### config.mk
export PLATFORM = sky130hd
export DESIGN_NAME = rp_bank_mapper
export DESIGN_NICKNAME = d
export VERILOG_FILES = /design/src/rtl/rp_pkg.sv /design/src/rtl/rp_reg.sv /design/src/rtl/rp_addr_expand.sv /design/src/rtl/rp_bank_remap.sv /design/src/rtl/rp_bank_mapper.sv
export SDC_FILE = /design/constraint.sdc
export NUM_CORES = 1
export LEC_CHECK = 0
export ABC_AREA = 1
export BUFFER_PORTS_ARGS = -buffer_cell sky130_fd_sc_hd__buf_4
export CAP_MARGIN = 20
export CORE_MARGIN = 10
export CORE_UTILIZATION = 46
export CTS_CLUSTER_DIAMETER = 40
export DETAILED_ROUTE_END_ITERATION = 8
export PLACE_DENSITY_LB_ADDON = 0.05
export SYNTH_ARGS = -nofsm -noshare
export SYNTH_HDL_FRONTEND = slang
export SYNTH_SLANG_ARGS = --single-unit
export TNS_END_PERCENT = 1
### constraint.sdc
create_clock -name clk_i -period 2.4 [get_ports clk_i]
set_clock_uncertainty 0.05 [all_clocks]
set_input_delay 0.12 -clock clk_i [delete_from_list [all_inputs] [get_ports clk_i]]
set_output_delay 0.12 -clock clk_i [all_outputs]
set_load 0.1 [all_outputs]
### src/rtl/rp_pkg.sv
package rp_pkg;
  localparam int unsigned DATA_W = 8;
  localparam int unsigned NIB_W  = DATA_W / 2;
  localparam int unsigned NBANK  = 1 << NIB_W;

  typedef logic [DATA_W-1:0] byte_t;
  typedef logic [NIB_W-1:0]  nib_t;

  typedef struct packed {
    nib_t  bank;
    byte_t off;
    logic  valid;
  } phys_t;
endpackage

### src/rtl/rp_reg.sv
module rp_reg
  import rp_pkg::*;
#(
  parameter byte_t RST_VAL = '0
) (
  input  logic  clk_i,
  input  logic  rst_ni,
  input  logic  we_i,
  input  byte_t d_i,
  output byte_t q_o
);
  always_ff @(posedge clk_i or negedge rst_ni) begin
    if (!rst_ni)   q_o <= RST_VAL;
    else if (we_i) q_o <= d_i;
  end
endmodule

### src/rtl/rp_addr_expand.sv
module rp_addr_expand
  import rp_pkg::*;
(
  input  logic  short_i,
  input  byte_t addr_i,
  input  nib_t  grp_i,
  output byte_t full_o
);
  // short operand lands inside the selected 16-byte working group
  always_comb begin
    if (short_i) full_o = {grp_i, addr_i[NIB_W-1:0]};
    else         full_o = addr_i;
  end
endmodule

### src/rtl/rp_bank_remap.sv
module rp_bank_remap
  import rp_pkg::*;
#(
  parameter logic [NBANK-1:0] IMPL_MASK = 16'hA00F
) (
  input  byte_t full_i,
  input  nib_t  bank_sel_i,
  output phys_t phys_o
);
  logic [NBANK-1:0] impl_vec;
  logic             low_region;
  nib_t             bank_eff;

  for (genvar b = 0; b < NBANK; b++) begin : g_impl
    if (b == 0) begin : g_base
      assign impl_vec[b] = 1'b1;  // base file always present
    end else begin : g_exp
      assign impl_vec[b] = IMPL_MASK[b];
    end
  end

  assign low_region = (full_i[DATA_W-1:NIB_W] == '0);
  assign bank_eff   = low_region ? bank_sel_i : '0;

  always_comb begin
    phys_o.bank  = bank_eff;
    phys_o.off   = full_i;
    phys_o.valid = impl_vec[bank_eff];
  end
endmodule

### src/rtl/rp_bank_mapper.sv
module rp_bank_mapper
  import rp_pkg::*;
#(
  parameter byte_t             RP_ADDR   = 8'hFD,
  parameter byte_t             RP_RST    = 8'h00,
  parameter logic [NBANK-1:0]  IMPL_MASK = 16'hA00F
) (
  input  logic        clk_i,
  input  logic        rst_ni,
  input  logic [7:0]  acc_addr_i,
  input  logic        acc_short_i,
  input  logic        acc_we_i,
  input  logic [7:0]  acc_wdata_i,
  output logic [7:0]  acc_rdata_o,
  input  logic [7:0]  rf_rdata_i,
  output logic [3:0]  phys_bank_o,
  output logic [7:0]  phys_off_o,
  output logic        phys_valid_o,
  output logic        rf_we_o
);
  byte_t rp_q;
  byte_t full_addr;
  phys_t phys;
  logic  rp_hit;
  logic  rp_wr;

  rp_addr_expand u_expand (
    .short_i (acc_short_i),
    .addr_i  (acc_addr_i),
    .grp_i   (rp_q[DATA_W-1:NIB_W]),
    .full_o  (full_addr)
  );

  rp_bank_remap #(.IMPL_MASK(IMPL_MASK)) u_remap (
    .full_i     (full_addr),
    .bank_sel_i (rp_q[NIB_W-1:0]),
    .phys_o     (phys)
  );

  assign rp_hit = (full_addr == RP_ADDR);
  assign rp_wr  = acc_we_i & rp_hit;

  rp_reg #(.RST_VAL(RP_RST)) u_rp (
    .clk_i  (clk_i),
    .rst_ni (rst_ni),
    .we_i   (rp_wr),
    .d_i    (acc_wdata_i),
    .q_o    (rp_q)
  );

  assign phys_bank_o  = phys.bank;
  assign phys_off_o   = phys.off;
  assign phys_valid_o = phys.valid;
  assign rf_we_o      = acc_we_i & phys.valid & ~rp_hit;

  always_comb begin
    if (rp_hit)           acc_rdata_o = rp_q;
    else if (phys.valid)  acc_rdata_o = rf_rdata_i;
    else                  acc_rdata_o = '0;
  end
endmodule

---- Word-level counts from Yosys, hierarchy flattened ----
Memories as Yosys holds them, arrays and structs flattened.
Index checks and enable logic that the tools add are counted.
storage, ports and cells
  bits in registers ....................... 8
  bits in latches ......................... 0
  bits in writable memories ............... 0
  bits in read-only memories .............. 16
  output and inout bits ................... 22
  memories kept ........................... 1
operators by class
  $add $sub $neg .......................... 0
  $mul .................................... 0
  divide/modulo/power cells ............... 0
  order comparisons ....................... 1
  equal/unequal tests ..................... 1
  shifts and indexed selects .............. 0
  muxes and demuxes ....................... 5
  bitwise operators ....................... 4
  reduce and logical (&&, ||, !) cells .... 1
memory list
  name             words  width  rd ports  clocked after Yosys merged registers in  wr ports  line                 RTL
  (no name shown)  16     1      1         0                                        0         rp_bank_remap.sv:28  phys_o.valid = impl_vec[bank_eff];
operators with widths
  kind                  number
  $mux W8               3
  $eq A8 B8 Y1 const B  1
  $lt A4 B5 Y1 const B  1
  $logic_not A4 Y1      1
  $mux W4               1
  $and A1 B1 Y1         3
  $mux W1               1
  $not A1 Y1            1

---- Longest topological paths before layout ----
  depth in word-level cells ............... 7
  gate-level depth with buffers ........... 10

---- Modules after synthesis ----
From an unflattened synthesis, not the netlist that was laid out.
second synthesis, totals
  cells, all modules ...................... 128
  area total of the unflattened synthesis .. 785.8 um2
by module, submodules not included
  module          instances  cells each  area an instance (um2)  seq. area each (um2)
  rp_reg          1          34          305.3                   200.2
  rp_bank_mapper  1          53          269.0                   0.0
  rp_bank_remap   1          24          132.6                   0.0
  rp_addr_expand  1          17          78.8                    0.0

---- Worst setup path before layout ----
Ideal clock, no wire load.
  path type ............................... reg-to-output
  start ................................... register u_rp.q_o[7]
  end ..................................... output rf_we_o
  arrival ................................. 2.436 ns
  data required time ...................... 2.230 ns
  setup slack ............................. -0.206 ns
  cell stages (with the launch flop) ...... 8
  path buffers ............................ 0
  cell sequence ........................... dfrtp_1 -> nand2_1 -> o21ai_2 -> nand2_2 -> inv_2 -> nand2_4 -> nand2_1 -> nor2_1
between the ends
  longest elaborated chain between the ends .. 7
  elaborated cells between the ends (all ways) .. 9
  classes of those cells .................. eq/ne (1); mux (3); bitwise (3); reduce/logical (1); memory (1)
RTL lines
  element                        line                  RTL
  from (decl)                    rp_reg.sv:10          output byte_t q_o
  from (signal assigned)         rp_reg.sv:14          else if (we_i) q_o <= d_i;
  $mux W8 (*)                    rp_addr_expand.sv:11  if (short_i) full_o = {grp_i, addr_i[NIB_W-1:0]};
  named net phys_off_o[7]        rp_bank_mapper.sv:17  output logic [7:0] phys_off_o,
  $logic_not A4 Y1               rp_bank_remap.sv:22   assign low_region = (full_i[DATA_W-1:NIB_W] == '0);
  $mux W4                        rp_bank_remap.sv:23   assign bank_eff = low_region ? bank_sel_i : '0;
  $mem_v2 Z16 W1                 n/a
  $mux W1 (not written as such)  rp_bank_remap.sv:28
  $and A1 B1 Y1                  rp_bank_mapper.sv:54  assign rf_we_o = acc_we_i & phys.valid & ~rp_hit;
  $and A1 B1 Y1 (*)              rp_bank_mapper.sv:54
  to (decl)                      rp_bank_mapper.sv:19  output logic rf_we_o
Mark *: on every way through the listed nets, which the timed path passes. The rest lies on a longest branch. The select of a mux whose other input is x is not followed.

---- Final worst setup path ----
  start ................................... register u_rp.q_o[6]
  end ..................................... output acc_rdata_o[4]
between the ends
  longest elaborated chain between the ends .. 7
  elaborated cells between the ends (all ways) .. 8
  classes of those cells .................. eq/ne (1); mux (5); reduce/logical (1); memory (1)
RTL lines
  element                        line                  RTL
  $mux W8 (*)                    rp_addr_expand.sv:11
  $logic_not A4 Y1               rp_bank_remap.sv:22
  $mux W4                        rp_bank_remap.sv:23
  $mem_v2 Z16 W1                 n/a
  $mux W1 (not written as such)  rp_bank_remap.sv:28
  $mux W8                        rp_bank_mapper.sv:58  else if (phys.valid) acc_rdata_o = rf_rdata_i;
  $mux W8 (*)                    rp_bank_mapper.sv:57  if (rp_hit) acc_rdata_o = rp_q;
  to (decl)                      rp_bank_mapper.sv:14  output logic [7:0] acc_rdata_o,
Mark *: on every way between the ends. The rest lies on a longest branch, timed or not. The select of a mux whose other input is x is not followed.

==> impl_summary.txt <==
----------------------------------------------------
[Clock tree]
  Num Clock Sinks ... 8
  Postcts setup bufs ... 0
  Clock buffers created by TritonCTS ... 3
  Clock Pin Slew Worst Setup and Hold Paths ... 60 ps
  H-tree Lvls ... 1
  Master cell of the clock root buffer ... sky130_fd_sc_hd__clkbuf_4
  CTS tree ... built
  Post_cts resized ... 0
  Largest buffer count on any clock path ... 2
  Clock latency at the later pin of the worst-skew pair ... 260 ps

[Timing]
  RSZ-0062 raised after global routing ... false
  Max-slew headroom ... 79.3%
  Slew at the pin closest to its max-slew limit ... 310 ps
  Final max-slew violation count ... 0
  Final worst slack ... 422 ps
  Timing-limited maximum frequency ... 0.506 GHz
  Time the worst path needs with I/O delays and setup ... 1980 ps
  Share of the cycle needed by the critical path after routing ... 82.4%
  Final-layout setup total negative slack ... 0 ps
  Final hold violation count ... 0
  Final number of setup-violating endpoints ... 0

[Global routing]
  GR Overflow Total ... 0
  Via count of the first global-routing pass ... 848
  First-pass GRT wire length ... 3730 um
  Largest net degree at the start of global routing ... 17
  Number of antenna violations at the first check in global routing ... 0
  Met2 global-route usage ... 18.3%
  Global-route total usage across every layer ... 11.2%
  GRT met1 Usage ... 13.8%
  M3 GR Usage ... 3.76%
  Most used routing layer ... met2

[Floorplanning]
  Vertical extent of the die ... 62.3 um
  Width of the die ... 62.3 um
  Starting density of the core ... 48.1%
  Core area ... 1710 um^2
  Die Outline Area ... 3880 um^2
  Row Count ... 15
  I/O pin cnt ... 50

[Worst setup path]
  Most repeated library cell on the critical path ... sky130_fd_sc_hd__nand2_1
  Number of buffers and inverters on the critical path ... 2
  Max Fanout on Critical Path ... 9
  Critical path capture point type ... output port
  Reg-to-reg slack, setup ... 1050 ps
  Worst-path cell with the longest stage delay ... sky130_fd_sc_hd__dfrtp_1
  Ordered list of cells on the worst path ... inv_1 -> nand2_1 -> nand2_1 -> nand2_1 -> nor2_4 -> nand3_2 -> nand3_1 -> nand2_1 -> buf_4
  Worst Setup Path Type ... register to output port
  Critical path arrival ... 1810 ps
  Largest delay contributor family on the critical path ... simple AND/OR/NAND/NOR gates
  Largest incremental delay on the critical path ... 400 ps
  Startpoint types ... register
  Critical path data required time ... 2230 ps

[Finish]
  Regs by FF count ... u_rp.q_o x8
  Area delta synth->final ... 44.6%
  Most flops, register ... u_rp.q_o
  Final-stage net count ... 210
  Area of all placed cells without fillers ... 1190 um^2
  N_diodes ... 0
  Max reg flops ... 8
  Fraction of layout instances using a drive strength above 1 ... 38.3%

[Drt]
  Vias post-DR ... 883
  Detailed-route DRC error count ... 0
  First-iteration detailed-routing DRC count ... 21
  Residual antenna-violating net count after detailed routing ... 0
  DRT Wirelength ... 2290 um
  Number of iterations in the first detailed-routing pass ... 4
  Post-detailed-route wirelength per cell ... 11.2 um
  Routed vias/inst ... 4.31

[Logic synthesis]
  Mean Syn Cell Area ... 6.13 um^2
  Syn Std Cell Area ... 822 um^2
  Mapped Cells ... 134
  Sequential-to-total area share from yosys stat ... 24.4%
  Unique cell type count in the Yosys netlist ... 16
  Warning count from the yosys run ... 0
  Nets in the synthesized netlist ... 162
  Register bit total from synthesis ... 8

[Outcome]
  Run status ... completed

[Place]
  Post-Place Cell Area ... 1160 um^2
  Final estimated routing congestion in global placement ... 0.813
  I/O Buffers ... 49
  Post-DP HPWL ... 1960 um
  Setup slack after placement ... 703 ps

[Pwr]
  Leakage power figure ... 0.724 nW
  Max rail drop VDD ... 0.000294 V
  Total power divided by cell area ... 535 nW/um^2

[Hold path]
  Worst min-delay path category ... input port to register

[Flow run]
  Count of max-cap constraint violations ... 0

----------------------------------------------------
[cells by family (layout without fill, tap and decap cells)]
logic type,after synthesis,in the layout,share of synthesized area [%]
simple gates,83,83,47.6
buf+inv,33,79,20.1
compound gates,10,10,7.91
flops,8,8,24.4
[worst min-delay path: cells and delay by family]
| family | cells | cell delay [ps] |
|---|---|---|
| buffers and inverters | 1 | 70 |
| AND/OR/NAND/NOR | 1 | 50 |
| AO/OA/AOI/OAI | 1 | 50 |
[layout make-up]
| type | instances | area (um^2) |
|---|---|---|
| clock buffer | 3 | 22.5 |
| tap | 25 | 31.3 |
| fill | 162 | 519 |
| inverter | 26 | 97.6 |
| timing repair buffer | 50 | 378 |
| multi-input combinational | 93 | 459 |
| sequential | 8 | 200 |
[synth_stat cells (all sizes together)]
| cell | number | area, um^2 |
|---|---|---|
| nand2 | 54 | 220 |
| inv | 26 | 97.6 |
| nor2 | 18 | 106 |
| nand3 | 11 | 65.1 |
| o21ai | 10 | 65.1 |
| dfrtp | 8 | 200 |
| buf | 7 | 67.6 |
[placed cells by master, fill, tap and decap left out, drive strengths merged]
cell type / netlist / layout
nand2: 54 / 54
buf: 7 / 49
inv: 26 / 26
nor2: 18 / 18
nand3: 11 / 11
o21ai: 10 / 10
dfrtp: 8 / 8
clkbuf: 0 / 3
dlygate4sd3: 0 / 1
[final timing paths]
| path | start | endpoint | cells past startpoint |
|---|---|---|---|
| max | u_rp.q_o[6] | acc_rdata_o[4] | 9 |
| min | acc_wdata_i[0] | u_rp.q_o[0] | 3 |
| max reg2reg | u_rp.q_o[6] | u_rp.q_o[3] | 8 |
| min reg2reg | u_rp.q_o[1] | u_rp.q_o[1] | 2 |
| max in group asynchronous | rst_ni | u_rp.q_o[4] | 2 |
| min in group asynchronous | rst_ni | u_rp.q_o[0] | 2 |
[power breakdown]
group / switching, W / internal, W / leakage (nW)
Clock: 0.0000494 / 0.0000575 / 0.0138
Combinational: 0.000251 / 0.0000931 / 0.629
Sequential: 0.0000240 / 0.000161 / 0.0812
[what timing repair did]
item / CTS / global route
hold buffers: 1 / 0
endpoints found under the hold margin: 8 / 0
endpoints found under the setup margin: 0 / 0
[per-layer routing]
metal,part of all wire (%),routed length (um)
met1,46,1050
met2,46,1060
met3,7.0,161
met4,0.79,18
met5,0,0
[stage by stage]
stage	total power [W]	instances	hold WS (ps)	util (%)
after floorplan	0.000449	134	-226	-
after global placement	0.000527	201	-108	67.7
after detailed placement	0.000532	201	-109	67.7
after CTS	0.000636	205	17.9	69.6
after global routing	0.000668	205	26.0	69.6
final	0.000636	205	16.1	69.6
Power figures use the tool's default switching activity.
